**src/rtl/pxs_pkg.sv**
```systemverilog
package pxs_pkg;

    localparam int PIX_W         = 8;
    localparam int HW_W          = 16;
    localparam int BEAT_PIX      = 8;
    localparam int BEAT_BITS     = BEAT_PIX * PIX_W;
    localparam int HW_LANES      = BEAT_BITS / HW_W;
    localparam int TILE_COLS     = 16;
    localparam int TILE_ROWS     = 16;
    localparam int BEATS_PER_ROW = TILE_COLS / BEAT_PIX;
    localparam int TILE_BEATS    = TILE_ROWS * BEATS_PER_ROW;
    localparam int CNT_W         = $clog2(TILE_BEATS + 1);

    typedef logic [PIX_W-1:0] pix_t;

    typedef enum logic {
        PXS_SUM = 1'b0,
        PXS_SAD = 1'b1
    } pxs_mode_e;

    typedef struct packed {
        logic [CNT_W-1:0] cnt;
        logic             active;
        logic             fin;
    } pxs_seq_t;

    // Saturating subtraction: clamps at zero instead of wrapping.
    function automatic pix_t sat_sub(pix_t a, pix_t b);
        return (a > b) ? pix_t'(a - b) : '0;
    endfunction

endpackage

```
**src/rtl/pxs_absdiff.sv**
```systemverilog
module pxs_absdiff
    import pxs_pkg::*;
#(
    parameter int NPIX = BEAT_PIX
)(
    input  pxs_mode_e                mode_i,
    input  logic [NPIX*PIX_W-1:0]    cur_i,
    input  logic [NPIX*PIX_W-1:0]    rfr_i,
    output logic [NPIX*PIX_W-1:0]    beat_o
);

    for (genvar p = 0; p < NPIX; p++) begin : g_pix
        pix_t c, r, d_cr, d_rc;

        assign c    = cur_i[p*PIX_W +: PIX_W];
        assign r    = rfr_i[p*PIX_W +: PIX_W];
        assign d_cr = sat_sub(c, r);
        assign d_rc = sat_sub(r, c);
        // One of the two clamped terms is always zero, so OR merges them.
        assign beat_o[p*PIX_W +: PIX_W] = (mode_i == PXS_SAD) ? (d_cr | d_rc) : c;

        always_comb begin
            if (mode_i == PXS_SAD) begin
                AST_ABS_MATCH: assert ((d_cr | d_rc) == ((c >= r) ? pix_t'(c - r) : pix_t'(r - c)));
            end
        end
    end

endmodule

```
**src/rtl/pxs_widen.sv**
```systemverilog
module pxs_widen
    import pxs_pkg::*;
#(
    parameter int LANES = HW_LANES
)(
    input  logic [LANES*HW_W-1:0]        beat_i,
    output logic [LANES-1:0][HW_W-1:0]   pair_o
);

    localparam logic [HW_W-1:0] LOW_MASK = {{(HW_W-PIX_W){1'b0}}, {PIX_W{1'b1}}};

    for (genvar h = 0; h < LANES; h++) begin : g_hw
        logic [HW_W-1:0] hw, odd_w, even_w;

        assign hw     = beat_i[h*HW_W +: HW_W];
        assign odd_w  = hw >> PIX_W;
        assign even_w = hw & LOW_MASK;
        assign pair_o[h] = odd_w + even_w;
    end

endmodule

```
**src/rtl/pxs_lane_acc.sv**
```systemverilog
module pxs_lane_acc
    import pxs_pkg::*;
#(
    parameter int LANES = HW_LANES
)(
    input  logic                         clk,
    input  logic                         rst,
    input  logic                         clear_i,
    input  logic                         add_i,
    input  logic [LANES-1:0][HW_W-1:0]   inc_i,
    output logic [LANES-1:0][HW_W-1:0]   acc_o
);

    for (genvar l = 0; l < LANES; l++) begin : g_lane
        always_ff @(posedge clk) begin
            if (rst || clear_i) begin
                acc_o[l] <= '0;
            end else if (add_i) begin
                acc_o[l] <= acc_o[l] + inc_i[l];
            end
        end

        AST_LANE_NO_WRAP: assert property (@(posedge clk) disable iff (rst)
            (add_i && !clear_i) |=> (acc_o[l] >= $past(acc_o[l])));
    end

endmodule

```
**src/rtl/pxs_tile_seq.sv**
```systemverilog
module pxs_tile_seq
    import pxs_pkg::*;
#(
    parameter int BEATS = TILE_BEATS,
    localparam int CW   = $clog2(BEATS + 1)
)(
    input  logic clk,
    input  logic rst,
    input  logic start_i,
    input  logic valid_i,
    output logic accept_o,
    output logic fin_o
);

    localparam logic [CW-1:0] LAST = CW'(BEATS - 1);

    logic [CW-1:0] cnt_q;
    logic          active_q;
    logic          fin_q;

    assign accept_o = active_q && valid_i && !start_i;
    assign fin_o    = fin_q;

    always_ff @(posedge clk) begin
        if (rst) begin
            cnt_q    <= '0;
            active_q <= 1'b0;
            fin_q    <= 1'b0;
        end else if (start_i) begin
            cnt_q    <= '0;
            active_q <= 1'b1;
            fin_q    <= 1'b0;
        end else begin
            fin_q <= 1'b0;
            if (accept_o) begin
                cnt_q <= cnt_q + 1'b1;
                if (cnt_q == LAST) begin
                    active_q <= 1'b0;
                    fin_q    <= 1'b1;
                end
            end
        end
    end

    AST_START_CLEARS: assert property (@(posedge clk) disable iff (rst)
        start_i |=> (cnt_q == '0 && active_q && !fin_q));
    AST_FIN_ONE_SHOT: assert property (@(posedge clk) disable iff (rst)
        fin_q |=> !fin_q);
    AST_COUNT_BOUND: assert property (@(posedge clk) disable iff (rst)
        cnt_q <= CW'(BEATS));
    AST_IDLE_NO_ACCEPT: assert property (@(posedge clk) disable iff (rst)
        !active_q |-> !accept_o);

endmodule

```
**src/rtl/pix_tile_sad.sv**
```systemverilog
module pix_tile_sad
    import pxs_pkg::*;
#(
    parameter int LANES = HW_LANES,
    parameter int BEATS = TILE_BEATS,
    localparam int BW   = LANES * HW_W
)(
    input  logic            clk,
    input  logic            rst,
    input  logic            start_i,
    input  logic            mode_i,
    input  logic            valid_i,
    input  logic [BW-1:0]   cur_beat_i,
    input  logic [BW-1:0]   rfr_beat_i,
    output logic [HW_W-1:0] result_o,
    output logic            done_o
);

    pxs_mode_e                  mode_q;
    logic [BW-1:0]              byte_beat;
    logic [LANES-1:0][HW_W-1:0] pair_w;
    logic [LANES-1:0][HW_W-1:0] acc_w;
    logic                       accept_w;
    logic                       fin_w;
    logic [HW_W-1:0]            reduced;

    pxs_absdiff #(.NPIX(BW / PIX_W)) u_absdiff (
        .mode_i (mode_q),
        .cur_i  (cur_beat_i),
        .rfr_i  (rfr_beat_i),
        .beat_o (byte_beat)
    );

    pxs_widen #(.LANES(LANES)) u_widen (
        .beat_i (byte_beat),
        .pair_o (pair_w)
    );

    pxs_lane_acc #(.LANES(LANES)) u_acc (
        .clk     (clk),
        .rst     (rst),
        .clear_i (start_i),
        .add_i   (accept_w),
        .inc_i   (pair_w),
        .acc_o   (acc_w)
    );

    pxs_tile_seq #(.BEATS(BEATS)) u_seq (
        .clk      (clk),
        .rst      (rst),
        .start_i  (start_i),
        .valid_i  (valid_i),
        .accept_o (accept_w),
        .fin_o    (fin_w)
    );

    // Horizontal reduction across lanes, used only once per tile.
    always_comb begin
        reduced = '0;
        for (int i = 0; i < LANES; i++) begin
            reduced = reduced + acc_w[i];
        end
    end

    always_ff @(posedge clk) begin
        if (rst) begin
            mode_q   <= PXS_SUM;
            result_o <= '0;
            done_o   <= 1'b0;
        end else if (start_i) begin
            mode_q   <= pxs_mode_e'(mode_i);
            result_o <= '0;
            done_o   <= 1'b0;
        end else begin
            done_o <= fin_w;
            if (fin_w) begin
                result_o <= reduced;
            end
        end
    end

    AST_DONE_PULSE: assert property (@(posedge clk) disable iff (rst)
        done_o |=> !done_o);
    AST_DONE_FOLLOWS_FIN: assert property (@(posedge clk) disable iff (rst)
        (fin_w && !start_i) |=> done_o);
    AST_RESULT_HOLD: assert property (@(posedge clk) disable iff (rst)
        (!start_i && !fin_w) |=> $stable(result_o));
    AST_START_ZERO: assert property (@(posedge clk) disable iff (rst)
        start_i |=> (result_o == '0 && !done_o));

endmodule

```
**config.mk**
```make
export PLATFORM = sky130hd
export DESIGN_NAME = pix_tile_sad
export DESIGN_NICKNAME = d
export VERILOG_FILES = /design/src/rtl/pxs_pkg.sv /design/src/rtl/pxs_absdiff.sv /design/src/rtl/pxs_widen.sv /design/src/rtl/pxs_lane_acc.sv /design/src/rtl/pxs_tile_seq.sv /design/src/rtl/pix_tile_sad.sv
export SDC_FILE = /design/constraint.sdc
export NUM_CORES = 1
export LEC_CHECK = 0
export ABC_AREA = 1
export CAP_MARGIN = 20
export CORE_MARGIN = 2
export CORE_UTILIZATION = 25
export DETAILED_ROUTE_END_ITERATION = 7
export DONT_BUFFER_PORTS = 1
export PLACE_DENSITY_LB_ADDON = 0.12
export SLEW_MARGIN = 5
export SYNTH_ARGS = -nofsm -noshare
export SYNTH_HDL_FRONTEND = slang
export SYNTH_SLANG_ARGS = --single-unit
```
**constraint.sdc**
```tcl
create_clock -name clk -period 3.6 [get_ports clk]
set_input_delay 0.54 -clock clk [delete_from_list [all_inputs] [get_ports clk]]
set_output_delay 0.54 -clock clk [all_outputs]
set_load 0.05 [all_outputs]
```
==> reports/results.ini, run 1 <==
[routing]
drtPass1Iterations = 5
dr.first_iter.drc_count = 489
viasPerCell = 4.37
drcViolationCount = 0
wire_per_inst_um = 13.7
drt-total-wl_um = 46400
ant_nets = 0
vias = 14800

[worst_setup_path]
slowest_stage = fa_1
worstSetupPathType = in -> reg
required_ns = 3.85
cp-start-kind = primary input
cp-end-kind = flip-flop
cpMostUsedCell = nand2_1
path_cells = inv_2, ha_4, inv_1, fa_2, nand3_2, nand2_2, nand2_1, nand2_1, nand2_2, inv_4, nand2_1, nand3_1, nand2_1, inv_1, fa_1, ha_2, inv_1, fa_2, o21ai_2, nand2_2, nand2_4, nand4_1, o21ai_1, nor2_1
crit_arrival_ns = 3.66
crit_path_max_incr_delay_ns = 0.50
worst-path-max-fanout = 6
regToRegSetupSlack_ns = 0.61

[floorplanning]
core_region_area_sq_mm = 0.0578
start_util_pct = 25.4
ioPinCount = 150
die_h_um = 246
die-area_sq_mm = 0.0606
row_count = 88
die_x_um = 246

[cells_and_area]
n_antenna_cell = 0
final_cells = 3383
final_util_pct = 32.3
drive_above_1_share_pct = 19.7
syn_to_final_growth_pct = 27.5
nNetsFinal = 3005

[synth]
syn_nets = 2719
yosys-top-cells-area = nand2_1, ha_1, dfxtp_1, fa_1, inv_1
synth.largest_area_cell = nand2_1
syn_area_sq_mm = 0.0147
yosysWarnings = 0
synth-edff-count = 0
synth_seq_area_share_pct = 12.3
netlist_top_cells_count = nand2_1, inv_1, nand3_1
synthArstFlopShare_pct = 0
synthCells = 2328
ys_seq_elements = 90
syn_area_per_cell_sq_um = 6.30
ys.flop_type = dfxtp_1
synth_cell_types = 45
synth_most_common_cell = nand2_1
synth_top_area_share_pct = 16.9

[global_route]
antenna_found_initial = 0
grt_start_max_net_pins = 69
grt_pass1_vias = 15300
track_usage_pct = 15.6
grt_pass1_wl_um = 76800
grt-ovfl-total = 0

[placement]
gp_congestion = 0.863
dp_hpwl_um = 39800
port_buffers = 0
dp_slack_ns = -0.302
placed_cells = 3357

[timing]
hold_viol_final = 0
fin_hold_ws_ns = 0.249
setup_viol = 0
setup_slack_ns = 0.193
fmax_ghz = 0.293
worstMarginPinSlew_ns = 0.761
drv_slew = 0
layout_min_cycle_time_ns = 3.41
maxSlewHeadroom_pct = 49.0
min_period_over_period_pct = 94.6
fin_skew_ns = 0.0143
rsz0062_at_grt = yes

[cts]
path_clk_slew_ns = 0.07
cts_max_level = 3
root_buffer = clkbuf_16
max-clock-path-buffers = 2
cts_buffers = 9
cts_tree = yes
cts_sinks = 90
worstSkewPairLatency_ns = 0.36

[power_and_ir_drop]
p_seq_share_pct = 20.9
leakagePower_nw = 10.2
swShare_pct = 41.1
combPwrFrac_pct = 60.3
ir_drop_uv = 223
powerDensity_mw_per_mm2 = 262
clkPwrFrac_pct = 18.8
p_int_mw = 2.88
switchingPower_mw = 2.02

[hold_path]
hp-class = in -> reg

[flow_run]
cap_violations = 0

[status]
outcome = finished clean

[flip-flops by register name (all words and copies together), names as in the netlist]
signal	count
result_o	16
mode_q	1
u_seq.cnt_q	6
u_seq.active_q	1
done_o	1
u_seq.fin_o	1
u_acc.acc_o	64
[power groups by stage]
stage	logic (mW)	registers, mW	clock network (mW)
final	2.96	1.02	0.921
after global routing	3.38	1.02	0.996
after CTS	2.85	1.02	0.959
after detailed placement	2.83	1.05	0
after global placement	2.83	1.05	0
after floorplan	1.72	1.04	0
[worst paths after layout]
check,start,end,cells past startpoint
min reg2reg,u_seq.cnt_q[4],u_seq.cnt_q[4],2
max reg2reg,u_acc.acc_o[17],result_o[9],13
min,rst,mode_q,1
max,cur_beat_i[0],u_acc.acc_o[13],24
[cell type report]
type / instances / area [sq um]
Timing Repair Buffer: 327 / 2500
Multi-Input combinational cell: 1742 / 11500
Clock inverter: 5 / 37.5
Fill cell: 6372 / 39100
Sequential cell: 90 / 1800
Clock buffer: 10 / 239
Inverter: 444 / 1670
Tap cell: 765 / 957
[metal layers]
layer,GRT usage [%],vias to the layer above,wire length (um)
li1,-,7852,-
met1,19.3,6722,21300
met2,28.9,165,23100
met3,1.94,32,1610
met4,2.53,0,430
met5,0,-,0
[cells by family after synthesis]
kind of cell / synth area share [%]
buffers and inverters: 13.1
AND/OR/NAND/NOR: 32.2
flip-flops: 12.3
adder cells (fa/ha/maj): 26.2
XOR/XNOR: 3.82
AO/OA/AOI/OAI: 12.4
[stage by stage]
stage	area, sq um	total power [mW]	TNS, ns
floorplan	14800	2.76	0
detailed placement	17900	3.88	-9.22
finish	18700	4.90	0
global placement	17900	3.88	-7.75
global route	18700	5.40	-0.252
CTS	18200	4.83	0
[worst max-delay path: cells and delay by family]
family	cells	cell delay (ns)
AO/OA/AOI/OAI	2	0.34
adder cells (fa/ha/maj)	5	1.59
buffers and inverters	5	0.28
AND/OR/NAND/NOR	12	0.91
[layout by cell type, fill, tap and decap left out, drive strengths merged, types with 8 or more instances in the layout]
cell type | netlist | routed
nand2 | 668 | 668
inv | 443 | 445
buf | 32 | 327
nand3 | 207 | 207
nor2 | 186 | 186
ha | 176 | 176
a21oi | 133 | 133
dfxtp | 90 | 90
o21ai | 86 | 86
fa | 82 | 82
xor2 | 46 | 46
nand4 | 29 | 29
o211ai | 20 | 20
xnor2 | 18 | 18
o21bai | 16 | 16
a21boi | 16 | 16
a21o | 14 | 14
o21a | 13 | 13
nor3 | 13 | 13
clkbuf | 20 | 10
or2 | 8 | 8
[what timing repair did]
action / CTS / global route
gates resized for setup: 0 / 112
setup endpoints to repair: 0 / 45
setup buffers: 0 / 11
hold buffers: 0 / 0
Note: power is estimated with default switching activity, not from simulation.
==> run 2, diff against run 1 <==
Settings changed: CORE_MARGIN 2 to 4.
Clock period 3.6 ns to 4.4 ns, I/O delays scaled along.
==> reports/results.ini, run 2 (same netlist as run 1, synthesis figures left out) <==
[global_route]
grt_start_max_net_pins = 69
antenna_found_initial = 0
grt-ovfl-total = 0
grt_pass1_vias = 14100
track_usage_pct = 14.3
grt_pass1_wl_um = 74000

[cells_and_area]
regMostFlops = u_acc.acc_o
nNetsFinal = 2724
drive_above_1_share_pct = 5.26
largest_reg_flops = 64
syn_to_final_growth_pct = 9.29
layout_commonest_cell = nand2_1
top_regs = u_acc.acc_o (64), result_o (16), u_seq.cnt_q (6)
fill_cells = 6510
final_util_pct = 27.7
final_cell_mix = nand2_1, inv_1, nand3_1
n_antenna_cell = 0

[floorplanning]
die_h_um = 250
core_region_area_sq_mm = 0.0579
die-area_sq_mm = 0.0626
ioPinCount = 150
start_util_pct = 25.3
row_count = 88
die_x_um = 250

[worst_setup_path]
required_ns = 4.65
cp-start-kind = primary input
regToRegStartpoint = mode_q
worstSetupPathType = in -> reg
cp-end-kind = flip-flop
r2r_cells = 17
worst-path-max-fanout = 7
regToRegSetupSlack_ns = 1.07
worstReg2RegEnd = u_acc.acc_o[31]
crit_arrival_ns = 4.15

[power_and_ir_drop]
ir_drop_uv = 174
leakagePower_nw = 8.76
p_total_mw = 3.48
powerDensity_mw_per_mm2 = 217

[cts]
post_cts_resized = 0
holdBufCountCts = 0
cts_max_level = 3
worstSkewPairLatency_ns = 0.35
path_clk_slew_ns = 0.07
root_buffer = clkbuf_16
cts_sinks = 90
cts_tree = yes
max-clock-path-buffers = 2
cts_buffers = 9
postCtsSetupBuffers = 0

[placement]
port_buffers = 0
gp_congestion = 0.851
dp_hpwl_um = 38400

[status]
outcome = finished clean

[timing]
drv_slew = 0
layout_min_cycle_time_ns = 3.90
rsz0062_at_grt = no
fmax_ghz = 0.256
fin_skew_ns = 0.00635
setup_viol = 0
worstMarginPinSlew_ns = 0.796
maxSlewHeadroom_pct = 47.0
min_period_over_period_pct = 88.7
hold_viol_final = 0
finalSetupTns_ns = 0

[hold_path]
hold_end = u_seq.active_q
holdCritStartpoint = rst
hp-class = in -> reg
holdPathStages = 1

[routing]
vias = 13800
wire_per_inst_um = 14.6
drcViolationCount = 0
viasPerCell = 4.44
drtPass1Iterations = 5
dr.first_iter.drc_count = 624
drt-total-wl_um = 45200
ant_nets = 0

[flow_run]
cap_violations = 0

[run 2: layout make-up]
cell class	instances	area (sq um)	share of cell area [%]
Clock buffer	10	239	1.49
Clock inverter	6	65.1	0.406
Inverter	444	1670	10.4
Multi-Input combinational cell	1742	10900	68.2
Sequential cell	90	1800	11.3
Tap cell	765	957	5.98
Timing Repair Buffer	46	358	2.23
[run 2: worst max-delay path by stage]
| stage | start | to | slack [ns] | cells past startpoint |
|---|---|---|---|---|
| after global placement | cur_beat_i[5] | u_acc.acc_o[15] | 0.08 | 22 |
| after detailed placement | cur_beat_i[45] | u_acc.acc_o[47] | 0.06 | 24 |
| final | cur_beat_i[45] | u_acc.acc_o[47] | 0.50 | 24 |
| after floorplan | cur_beat_i[0] | u_acc.acc_o[13] | 0.50 | 24 |
| after CTS | cur_beat_i[45] | u_acc.acc_o[47] | 0.44 | 24 |
| after global routing | cur_beat_i[56] | u_acc.acc_o[63] | 0.04 | 24 |
[run 2: per-layer routing]
metal  vias to the layer above  global-route usage (%)  share of wire [%]
met1                      6289                    18.0                 46
met4                         0                    2.23                1.1
li1                       7283                       -                  -
met3                        35                    2.20                3.5
met5                         -                       0                  0
met2                       175                    26.3                 49
[run 2: where the power goes]
part	switching (mW)	total [mW]	internal, mW
Clock	0.352	0.809	0.457
Combinational	1.14	1.83	0.687
Sequential	0.0134	0.836	0.823
[run 2: critical path, cell delays in order]
cell and delay, ns:
inv_1 0.03, ha_1 0.39, nand2_1 0.12, nor2_2 0.16, nand2_1 0.12, a21boi_4 0.28, nand2_1 0.08, nand3_1 0.08
o21ai_0 0.14, fa_1 0.46, inv_1 0.06, ha_1 0.19, inv_1 0.06, fa_1 0.39, inv_1 0.07, nand3_1 0.06
nand2_1 0.13, nand2_1 0.06, nand2_1 0.11, nand3_1 0.10, nor2_1 0.18, nand3_1 0.09, nand2_1 0.06, nor2_1 0.04
[run 2: through the flow]
step | worst slack (ns) | instance area (sq um) | cells | hold WS (ns)
floorplan | 0.500 | 14700 | 2328 | 0.434
global placement | 0.0803 | 15700 | 3087 | 0.448
detailed placement | 0.0646 | 15700 | 3087 | 0.471
CTS | 0.436 | 16000 | 3103 | 0.368
global route | 0.0361 | 16000 | 3103 | 0.372
finish | 0.496 | 16000 | 3103 | 0.382
==> run 3, diff against run 2 <==
Settings changed: CORE_MARGIN 4 to 3.
==> reports/results.ini, run 3 (same netlist as run 1, synthesis figures left out) <==
[status]
outcome = finished clean

[worst_setup_path]
crit_arrival_ns = 4.26
required_ns = 4.64
path_buf_inv = 5
cp-start-kind = primary input
worst-path-max-fanout = 5
cp-end-kind = flip-flop
path_cells = inv_1, ha_1, inv_1, fa_1, nand3_1, nand2_1, nand2_1, nand2_1, nand2_1, inv_2, nand2_1, nand3_1, nand2_1, inv_1, fa_1, ha_1, inv_1, fa_1, o21ai_0, nand2_1, nand2_1, nand4_1, o21ai_0, nor2_1
path_delay_family = adder cells
cpMostUsedCell = nand2_1
crit_path_max_incr_delay_ns = 0.50
worstSetupPathType = in -> reg
slowest_stage = fa_1

[timing]
hold_viol_final = 0
maxSlewHeadroom_pct = 39.4
rsz0062_at_grt = no
fin_skew_ns = 0.0101
finalSetupTns_ns = 0
setup_viol = 0
fmax_ghz = 0.249
min_period_over_period_pct = 91.4
worstMarginPinSlew_ns = 0.906
layout_min_cycle_time_ns = 4.02
drv_slew = 0

[power_and_ir_drop]
clkPwrFrac_pct = 23.3
swShare_pct = 43.6
ir_drop_uv = 197
p_seq_share_pct = 23.9
combPwrFrac_pct = 52.7
switchingPower_mw = 1.52
leakagePower_nw = 8.80
powerDensity_mw_per_mm2 = 217
p_int_mw = 1.97

[placement]
placed_cells = 3095
dp_hpwl_um = 38500
port_buffers = 0
gp_congestion = 0.854

[cells_and_area]
top_regs = u_acc.acc_o (64), result_o (16), u_seq.cnt_q (6)
regMostFlops = u_acc.acc_o
final_cells = 3111
largest_reg_flops = 64
drive_above_1_share_pct = 5.54
fill_cells = 6500
final_cell_mix = nand2_1, inv_1, nand3_1
n_antenna_cell = 0
syn_to_final_growth_pct = 9.78
nNetsFinal = 2732
layout_commonest_cell = nand2_1

[routing]
ant_nets = 0
drt-total-wl_um = 45100
drtPass1Iterations = 5
drcViolationCount = 0
wire_per_inst_um = 14.5
viasPerCell = 4.47
dr.first_iter.drc_count = 763
vias = 13900

[cts]
postCtsSetupBuffers = 0
holdBufCountCts = 0
max-clock-path-buffers = 2
worstSkewPairLatency_ns = 0.35
post_cts_resized = 0
cts_tree = yes
cts_sinks = 90
root_buffer = clkbuf_16
path_clk_slew_ns = 0.07
cts_max_level = 3
cts_buffers = 9

[floorplanning]
ioPinCount = 150
die_x_um = 248
row_count = 88
core_region_area_sq_mm = 0.0578
start_util_pct = 25.4
die_h_um = 248
die-area_sq_mm = 0.0616

[global_route]
grt_pass1_vias = 13900
grt-ovfl-total = 0
grt_start_max_net_pins = 74
antenna_found_initial = 0
track_usage_pct = 14.8
grt_pass1_wl_um = 73000

[hold_path]
hp-class = in -> reg

[flow_run]
cap_violations = 0

## run 3: cell types whose count changed in the layout (fill, tap and decap cells not counted), sizes merged
cell | previous run | this run
buf | 46 | 54
inv | 444 | 445
clkinv | 4 | 3
## run 3: final timing paths
check	startpoint	endpoint	slack (ns)	cells past startpoint
hold / removal	rst	mode_q	0.37	1
setup reg to reg	mode_q	u_acc.acc_o[13]	1.04	14
hold reg to reg	u_seq.cnt_q[4]	u_seq.cnt_q[4]	0.47	2
setup / recovery	cur_beat_i[0]	u_acc.acc_o[13]	0.38	24
## run 3: cell type report
| cell class | instances | area [sq um] | area share [%] |
|---|---|---|---|
| Clock buffer | 10 | 229 | 1.42 |
| Clock inverter | 6 | 75.1 | 0.467 |
| Inverter | 444 | 1670 | 10.4 |
| Multi-Input combinational cell | 1742 | 10900 | 67.9 |
| Sequential cell | 90 | 1800 | 11.2 |
| Tap cell | 765 | 957 | 5.95 |
| Timing Repair Buffer | 54 | 430 | 2.68 |
## run 3: stage by stage
step	util [%]	total power, mW	setup WS (ns)	hold WS, ns	cell area [sq um]
after floorplan	-	2.24	0.500	0.434	14700
after global placement	27.3	2.72	0.0617	0.450	15800
after detailed placement	27.3	2.71	0.0503	0.462	15800
after CTS	27.8	3.55	0.415	0.354	16100
after global routing	27.8	3.86	0.0280	0.353	16100
final	27.8	3.49	0.379	0.374	16100
## run 3: worst reg2reg max path: cells and delay by family, from the launching register on
kind,cells,cell delay (ns)
buffers and inverters,3,0.44
adders and majority gates,3,1.09
and+or+nand+nor,6,0.85
AOI/OAI and AO/OA,2,0.51
DFF,1,0.36
## run 3: layer usage
metal | track usage, % | wire, um
met4 | 2.85 | 622
met1 | 19.0 | 20900
met3 | 2.21 | 1990
met2 | 26.4 | 21600
met5 | 0 | 0
## run 3: power groups by stage
| stage | Clock, mW | Sequential (mW) | Combinational, mW |
|---|---|---|---|
| global placement | 0 | 0.856 | 1.86 |
| CTS | 0.846 | 0.836 | 1.86 |
| global route | 0.882 | 0.837 | 2.14 |
| finish | 0.814 | 0.836 | 1.84 |
| detailed placement | 0 | 0.856 | 1.85 |
| floorplan | 0 | 0.848 | 1.39 |
